$ cat src/rtl/ea_gen_pkg.sv
package ea_gen_pkg;

  typedef enum logic [1:0] {
    MODE_24  = 2'b00,
    MODE_31  = 2'b01,
    MODE_64  = 2'b10,
    MODE_64X = 2'b11
  } addrMode_e;

  typedef struct packed {
    logic capture;
    logic raiseExc;
  } ctlStrobes_t;

endpackage

$ cat src/rtl/ea_datapath.sv
module ea_datapath
  import ea_gen_pkg::*;
#(
  parameter int ADDR_W  = 64,
  parameter int SHORT_W = 12,
  parameter int LONG_W  = 20,
  parameter int FIELD_W = 4,
  parameter int NARROW_A = 24,
  parameter int NARROW_B = 31
) (
  input  logic                clk,
  input  logic                rst,
  input  logic [FIELD_W-1:0]  baseReg,
  input  logic [ADDR_W-1:0]   baseVal,
  input  logic [FIELD_W-1:0]  indexReg,
  input  logic [ADDR_W-1:0]   indexVal,
  input  logic [LONG_W-1:0]   dispRaw,
  input  logic                dispLong,
  input  logic [1:0]          addrMode,
  input  ctlStrobes_t         strobes,
  output logic                overflow,
  output logic [ADDR_W-1:0]   effAddr,
  output logic                addrExc
);

  localparam int SUM_W = ADDR_W + 2;
  localparam logic [ADDR_W-1:0] MASK_A = {ADDR_W{1'b1}} >> (ADDR_W - NARROW_A);
  localparam logic [ADDR_W-1:0] MASK_B = {ADDR_W{1'b1}} >> (ADDR_W - NARROW_B);
  localparam logic [ADDR_W-1:0] MASK_F = {ADDR_W{1'b1}};

  logic [ADDR_W-1:0] activeMask;
  logic [ADDR_W-1:0] baseTerm;
  logic [ADDR_W-1:0] indexTerm;
  logic [SUM_W-1:0]  dispExt;
  logic [SUM_W-1:0]  wideSum;
  logic [ADDR_W-1:0] nextAddr;

  always_comb begin
    unique case (addrMode_e'(addrMode))
      MODE_24: activeMask = MASK_A;
      MODE_31: activeMask = MASK_B;
      default: activeMask = MASK_F;
    endcase
  end

  always_comb begin
    baseTerm  = (baseReg  == '0) ? '0 : (baseVal  & activeMask);
    indexTerm = (indexReg == '0) ? '0 : (indexVal & activeMask);
  end

  always_comb begin
    if (dispLong)
      dispExt = {{(SUM_W-LONG_W){dispRaw[LONG_W-1]}}, dispRaw};
    else
      dispExt = {{(SUM_W-SHORT_W){1'b0}}, dispRaw[SHORT_W-1:0]};
  end

  always_comb begin
    wideSum  = {2'b00, baseTerm} + {2'b00, indexTerm} + dispExt;
    overflow = wideSum[SUM_W-1] | (wideSum[ADDR_W:0] > {1'b0, activeMask});
    nextAddr = wideSum[ADDR_W-1:0] & activeMask;
  end

  always_ff @(posedge clk) begin
    if (rst) begin
      effAddr <= '0;
      addrExc <= 1'b0;
    end else if (strobes.capture) begin
      effAddr <= nextAddr;
      addrExc <= strobes.raiseExc;
    end
  end

endmodule

$ cat src/rtl/ea_control.sv
module ea_control
  import ea_gen_pkg::*;
#(
  parameter bit TRAP_TABLE_OVF = 1'b1
) (
  input  logic        clk,
  input  logic        rst,
  input  logic        inValid,
  input  logic        realTable,
  input  logic        overflow,
  output ctlStrobes_t strobes,
  output logic        outValid
);

  always_comb begin
    strobes.capture  = inValid;
    strobes.raiseExc = inValid & realTable & overflow & TRAP_TABLE_OVF;
  end

  always_ff @(posedge clk) begin
    if (rst) outValid <= 1'b0;
    else     outValid <= inValid;
  end

endmodule

$ cat src/rtl/ea_gen.sv
module ea_gen
  import ea_gen_pkg::*;
#(
  parameter int ADDR_W  = 64,
  parameter int SHORT_W = 12,
  parameter int LONG_W  = 20,
  parameter int FIELD_W = 4,
  parameter bit TRAP_TABLE_OVF = 1'b1
) (
  input  logic               clk,
  input  logic               rst,
  input  logic               inValid,
  input  logic [FIELD_W-1:0] baseReg,
  input  logic [ADDR_W-1:0]  baseVal,
  input  logic [FIELD_W-1:0] indexReg,
  input  logic [ADDR_W-1:0]  indexVal,
  input  logic [LONG_W-1:0]  dispRaw,
  input  logic               dispLong,
  input  logic [1:0]         addrMode,
  input  logic               realTable,
  output logic               outValid,
  output logic [ADDR_W-1:0]  effAddr,
  output logic               addrExc
);

  ctlStrobes_t strobes;
  logic        overflow;

  ea_control #(.TRAP_TABLE_OVF(TRAP_TABLE_OVF)) u_ctl (
    .clk(clk), .rst(rst), .inValid(inValid), .realTable(realTable),
    .overflow(overflow), .strobes(strobes), .outValid(outValid)
  );

  ea_datapath #(
    .ADDR_W(ADDR_W), .SHORT_W(SHORT_W), .LONG_W(LONG_W), .FIELD_W(FIELD_W)
  ) u_dp (
    .clk(clk), .rst(rst), .baseReg(baseReg), .baseVal(baseVal),
    .indexReg(indexReg), .indexVal(indexVal), .dispRaw(dispRaw),
    .dispLong(dispLong), .addrMode(addrMode), .strobes(strobes),
    .overflow(overflow), .effAddr(effAddr), .addrExc(addrExc)
  );

endmodule

$ cat config.mk
export PLATFORM = sky130hd
export DESIGN_NAME = ea_gen
export DESIGN_NICKNAME = d
export VERILOG_FILES = /design/src/rtl/ea_gen_pkg.sv /design/src/rtl/ea_datapath.sv /design/src/rtl/ea_control.sv /design/src/rtl/ea_gen.sv
export SDC_FILE = /design/constraint.sdc
export NUM_CORES = 1
export LEC_CHECK = 0
export BUFFER_PORTS_ARGS = -buffer_cell sky130_fd_sc_hd__buf_2
export CORE_MARGIN = 4
export CORE_UTILIZATION = 39
export CTS_BUF_LIST = sky130_fd_sc_hd__clkbuf_8 sky130_fd_sc_hd__clkbuf_16
export DETAILED_ROUTE_END_ITERATION = 10
export PLACE_DENSITY_LB_ADDON = 0.15
export SYNTH_ARGS = -nofsm -noshare
export SYNTH_HDL_FRONTEND = slang
export SYNTH_SLANG_ARGS = --single-unit
$ cat constraint.sdc
create_clock -name clk -period 7.6 [get_ports clk]
set_input_delay 0 -clock clk [delete_from_list [all_inputs] [get_ports clk]]
set_output_delay 0 -clock clk [all_outputs]
set_load 0.02 [all_outputs]
# Yosys cells after proc, flatten, opt, wreduce, memory -nomap -nowiden
# Index checks and enable logic that the tools add are counted.
# word_totals
output_inout_bits	66
inputBits	163
word_cells	20
register_bits	66
# classes
n_reduce_logical	3
n_eq_ne	1
mux	4
n_addsub	2
bitwise	6
n_lt_le_gt_ge	1
# ops
operator	n
bitwise AND 64 bit	3
two-way mux 64 bit	2
one-hot mux 64 bit (2 select lines)	1
adder 66 bit	1
two-way mux 66 bit	1
adder 64 x 64 -> 65 bit	1
> comparator 65 x 64 -> 1 bit	1
zero test 4 bit	2
bitwise AND 1 bit	2
== test 2 x 1 -> 1 bit (second input constant)	1
zero test 2 bit	1
bitwise OR 1 bit	1

# Longest topological paths before layout
# logic_depth
depth_word	9
ltp_mapped	39
depth_no_buf	36

# Cells and area by module
# A second synthesis with hierarchy kept.
# hier_totals
cells_unflattened	1253
area_unflattened_um2	9872.0
# modules_own_cells
module	instances	cells_each	area_per_inst_um2	seq_area_each_um2
ea_datapath	1	1249	9831.9	1301.2
ea_control	1	4	40.0	20.0

# Worst setup path before layout
# Ideal clock, no wire load.
# synth_path
kind	input to register
from	input baseReg[1]
to	register u_dp.addrExc
arrival_ns	7.566
setup_time_ns	0.120
n_path_buf	2
required_time_ns	7.480
slack_ns	-0.085
cell_stages	36
cell_sequence	or4_1 > clkbuf_1 > clkbuf_1 > and2_1 > ha_1 > or3_1 > o21ai_0 > o21ai_1 > a31oi_1 > o21ai_1 > a21oi_1 > o21ai_1 > nor4b_1 > a211oi_1 > ha_1 > nand4_1 > or3_1 > or4_1 > a21oi_1 > o21ai_1 > o211ai_1 > a311o_1 > a21bo_1 > a21oi_1 > xnor2_1 > ha_1 > nor4_1 > and2_1 > and3_1 > and4_1 > nand3b_1 > nor4bb_1 > nand4_1 > nor4_1 > o21ai_0 > o31a_1
# synth_between
elab_chain_len	7
# synth_lines
item	line_no	rtl
start, declared	ea_gen.sv:13	input logic [FIELD_W-1:0] baseReg,
zero test 4 bit (*)	ea_datapath.sv:47	baseTerm = (baseReg == '0) ? '0 : (baseVal & activeMask);
two-way mux 64 bit (*)	ea_datapath.sv:47	
adder 64 x 64 -> 65 bit (*)	ea_datapath.sv:59	wideSum = {2'b00, baseTerm} + {2'b00, indexTerm} + dispExt;
adder 66 bit (*)	ea_datapath.sv:59	
> comparator 65 x 64 -> 1 bit	ea_datapath.sv:60	overflow = wideSum[SUM_W-1] | (wideSum[ADDR_W:0] > {1'b0, activeMask});
bitwise OR 1 bit (*)	ea_datapath.sv:60	
bitwise AND 1 bit (*)	ea_control.sv:17	strobes.raiseExc = inValid & realTable & overflow & TRAP_TABLE_OVF;
end signal, assigned	ea_datapath.sv:70	addrExc <= strobes.raiseExc;
end, declared	ea_datapath.sv:23	output logic addrExc
# Mark *: on every way between the ends. The rest lies on a longest branch, timed or not.
# A chain may end at the register's enable or synchronous reset.

# Final worst setup path
# Ends and elaborated chain as after synthesis.

==> results summary <==
The flow ran to the end, and the final reports show no timing, DRC or antenna violations. The most frequent cell on the critical path is sky130_fd_sc_hd__ha_1. Port buffering added 228 buffers.

In this run the power spent charging and discharging nets is 1380 uW. The met1 wire length came out at 21.2 mm. The flip-flop and latch count after synthesis is 66. After clock tree synthesis, the clock-pin slew on the worst setup and hold paths is 0.05 ns. At the pin with the least slew margin, the transition time is 0.710 ns. Setup repair after global routing could not meet its margin everywhere. The critical-path cell with the highest stage delay is sky130_fd_sc_hd__or4_4. The worst setup path is of the in -> reg kind.

Summed over all failing endpoints, the final setup total negative slack is 0 ns. Sequential elements use 10.8% of the synthesized area. The commonest cells after synthesis are 210 x sky130_fd_sc_hd__ha_1, 163 x sky130_fd_sc_hd__a21oi_1, 129 x sky130_fd_sc_hd__nor2_1. The total congestion overflow after global routing is 0. Cells with a size suffix above 1 make up 34.5% of the layout.

The floorplan die width came out at 185 um. The final core utilization came out at 56.8%. The met3 layer wire length in the routed design is 2.13 mm. The largest stage delay on the critical path is 0.57 ns. The detailed router finished its first iteration with 794 violations. The total leakage power is 0.00920 uW.

The routed wire length per instance came out at 15.9 um. The core region area is 30700 um^2. Routability-driven placement finished with a final weighted congestion of 0.916.

The total placed cells including tap cells came out at 2556. The most instantiated flip-flop cell in the synthesis netlist is sky130_fd_sc_hd__dfxtp_1. The data required time at the worst endpoint is 7.82 ns.

The clock skew is 0 ns. The internal power summed over all cells is 1710 uW. The share of power burned in registers is 13.8%. The post-detailed-route DRC marker count came out at 0. The insertion delay of the later-clocked pin in the worst-skew pair came out at 0.33 ns.

The number of endpoints with negative hold slack in the final report is 0. The number of buffers inserted by hold repair at cts came out at 0. The synthesis-to-layout area growth is 42.9%. The first-pass iteration count of the detailed router came out at 7. After layout, the worst setup slack is 0.00638 ns. For this design, the sink count on the clock tree is 66. The placement-stage cell area is 16400 um^2.

sky130_fd_sc_hd__ha_1 takes more of the synthesized area than any other cell. The number of nets still failing antenna checks after routing is 0. After detailed routing, the number of vias per cell comes to 5.33. The final layout contains 2567 nets. Yosys attributes the largest share of cell area to sky130_fd_sc_hd__ha_1 21%, sky130_fd_sc_hd__dfxtp_1 11%, sky130_fd_sc_hd__a21oi_1 6.7%, sky130_fd_sc_hd__xnor2_1 5.8%, sky130_fd_sc_hd__mux2i_1 4.8%.

The cell area after layout came out at 17500 um^2. Counting flops with a built-in enable in the synthesized netlist gives 0. When the netlist entered floorplanning its net count stood at 2011. The count of non-filler cells in the finished layout came out at 2593. The type of element launching the critical path is an input port. Summed over all layers, the routed wires come to 41.2 mm. Counting flops with an async set or reset pin after synthesis yields a share of 0%. The total clock buffers created by CTS came out at 9. The first global-routing pass estimated 65.6 mm of wire. The routed wire length on met2 came out at 17.3 mm.

The number of vias in the routed layout is 13821. The initial standard-cell utilization of the core came out at 39.7%. The die outline area is 34200 um^2. The initial antenna violation count came out at 0. Data on the critical path arrives at its endpoint at 7.82 ns. The worst-case clock buffer depth is 2. The count of synthesis-stage warnings from yosys is 0.

The cell area after synthesis is 12200 um^2. The worst max-slew margin expressed relative to the limit came out at 52.7%. The final antenna diode count came out at 0.

The part of the total power dissipated in combinational logic is 72.4%. The via count of the first global-routing pass is 13087. The topmost layer with routed signal wires is met4. The switching portion of total power is 44.7%. The cell sitting at the root of the clock tree is a sky130_fd_sc_hd__clkbuf_16. The register-to-register path setup slack came out at 6.02 ns. For this run, the top clock speed supported by timing is 0.132 GHz. Of the post-synthesis cell area, the dominant cell type holds 21.5%. The number of unique standard cell types used by synthesis came out at 77. Entering global routing, the biggest net connects 80 pins. The clock network power share is 13.9%. By instance count, the leading cell after synthesis is sky130_fd_sc_hd__ha_1.

In the global route stage, overall resource usage came out at 22.9%. The fill cell instance count of the final layout came out at 2993. The reported max-cap violation count is 0. The final setup violation count is 0. The synthesized area divided by synthesized cell count came out at 7.47 um^2.

The half-perimeter wire length after detailed placement is 34.4 mm. The maximum resistive drop on vdd is 0.126 mV. The post-synthesis cell count came out at 1636. Pin placement for this block handled 229 I/O pins. The floorplan step set the die height to 185 um. TritonCTS built the clock tree. In this run the power density over the cells is 177 nW/um^2. Timing analysis after detailed placement gives a worst setup slack of -0.893 ns. The worst setup path is captured at a flip-flop. The minimum clock period is 7.59 ns. After floorplanning, the core was divided into 64 placement rows.

The max-slew violation count came out at 0. The path class of the tightest hold or removal check is in -> reg. The largest fanout on the critical path came out at 20. CTS built an H-tree with a depth of 3.

Of the available clock period, the critical path in the final layout requires 99.9%.
==> power groups by stage <==
| stage | Clock (uW) | Sequential, uW | Combinational [uW] |
|---|---|---|---|
| 6_report | 428 | 425 | 2240 |
| 5_1_grt | 450 | 432 | 2460 |
| 4_1_cts | 438 | 426 | 2150 |
| 3_5_place_dp | 0 | 433 | 2090 |
| 3_3_place_gp | 0 | 431 | 2070 |
| 2_1_floorplan | 0 | 490 | 1160 |
==> final timing paths <==
path | from | endpoint | cells after the start
min | realTable | u_dp.addrExc$_SDFFE_PP0P_ | 4
max | baseReg[1] | u_dp.addrExc$_SDFFE_PP0P_ | 37
max reg2reg | u_dp.addrExc$_SDFFE_PP0P_ | u_dp.addrExc$_SDFFE_PP0P_ | 5
min reg2reg | u_dp.effAddr[8]$_SDFFE_PP0P_ | u_dp.effAddr[8]$_SDFFE_PP0P_ | 2
==> cell families (layout without fill, tap and decap cells) <==
logic type | Yosys count | count (layout) | share of synthesized area (%)
mux | 59 | 59 | 4.83
compound gates | 504 | 504 | 27.0
fa+ha+maj | 212 | 212 | 21.8
flops | 66 | 66 | 10.8
buf+inv | 133 | 694 | 4.14
xor+xnor | 114 | 114 | 8.17
simple gates | 548 | 548 | 23.2
==> cells in the final DEF, fill, tap and decap left out, types with 31 or more instances in the layout <==
cell type                    n
sky130_fd_sc_hd__buf_4     385
sky130_fd_sc_hd__buf_2     227
sky130_fd_sc_hd__ha_1      205
sky130_fd_sc_hd__a21oi_1   136
sky130_fd_sc_hd__nor2_1    129
sky130_fd_sc_hd__and3_1     91
sky130_fd_sc_hd__nand2_1    90
sky130_fd_sc_hd__xnor2_1    76
sky130_fd_sc_hd__a21o_1     72
sky130_fd_sc_hd__and2_1     70
sky130_fd_sc_hd__dfxtp_1    66
sky130_fd_sc_hd__inv_1      61
sky130_fd_sc_hd__mux2i_1    59
sky130_fd_sc_hd__o21ai_0    56
sky130_fd_sc_hd__nand3_1    35
sky130_fd_sc_hd__o21bai_1   32
sky130_fd_sc_hd__xor2_1     31
==> sequential cells by signal, indices dropped and copies added (netlist names) <==
| name | count |
|---|---|
| u_ctl.outValid | 1 |
| u_dp.addrExc | 1 |
| u_dp.effAddr | 64 |
==> worst max-delay path: cells and delay by family <==
family	cells	cell delay (ns)
AO/OA/AOI/OAI	13	3.03
AND/OR/NAND/NOR	15	2.97
XOR/XNOR	2	0.36
buffers and inverters	4	0.53
adder cells (fa/ha/maj)	3	0.88
==> metal layers <==
metal / vias to the layer above / track usage (%)
met5: - / 0
met4: 0 / 4.87
met3: 40 / 1.77
met2: 365 / 34.3
met1: 6288 / 35.7
li1: 7128 / -
==> per-stage QoR <==
stage	hold slack, ns	total power, uW
after floorplan	0.237	1650
after global placement	0.386	2500
after detailed placement	0.379	2520
after CTS	0.0247	3020
after global routing	0.0657	3340
final	0.0502	3090
==> layout make-up <==
| cell class | instances | area, um^2 | area share (%) |
|---|---|---|---|
| sequential | 66 | 1320 | 7.57 |
| clock inverter | 5 | 62.6 | 0.358 |
| clock buffer | 11 | 253 | 1.45 |
| multi-input combinational | 1437 | 11000 | 62.9 |
| tap | 396 | 495 | 2.84 |
| inverter | 62 | 233 | 1.33 |
| timing repair buffer | 616 | 4110 | 23.6 |
==> what timing repair did <==
action / in CTS / in global routing
setup buffers: 16 / 4
gates resized for setup: 54 / 77
pin swaps: 43 / 48
setup endpoints to repair: 1 / 1
cloned: 1 / 0
No activity file was read; power rests on OpenSTA's default activity.
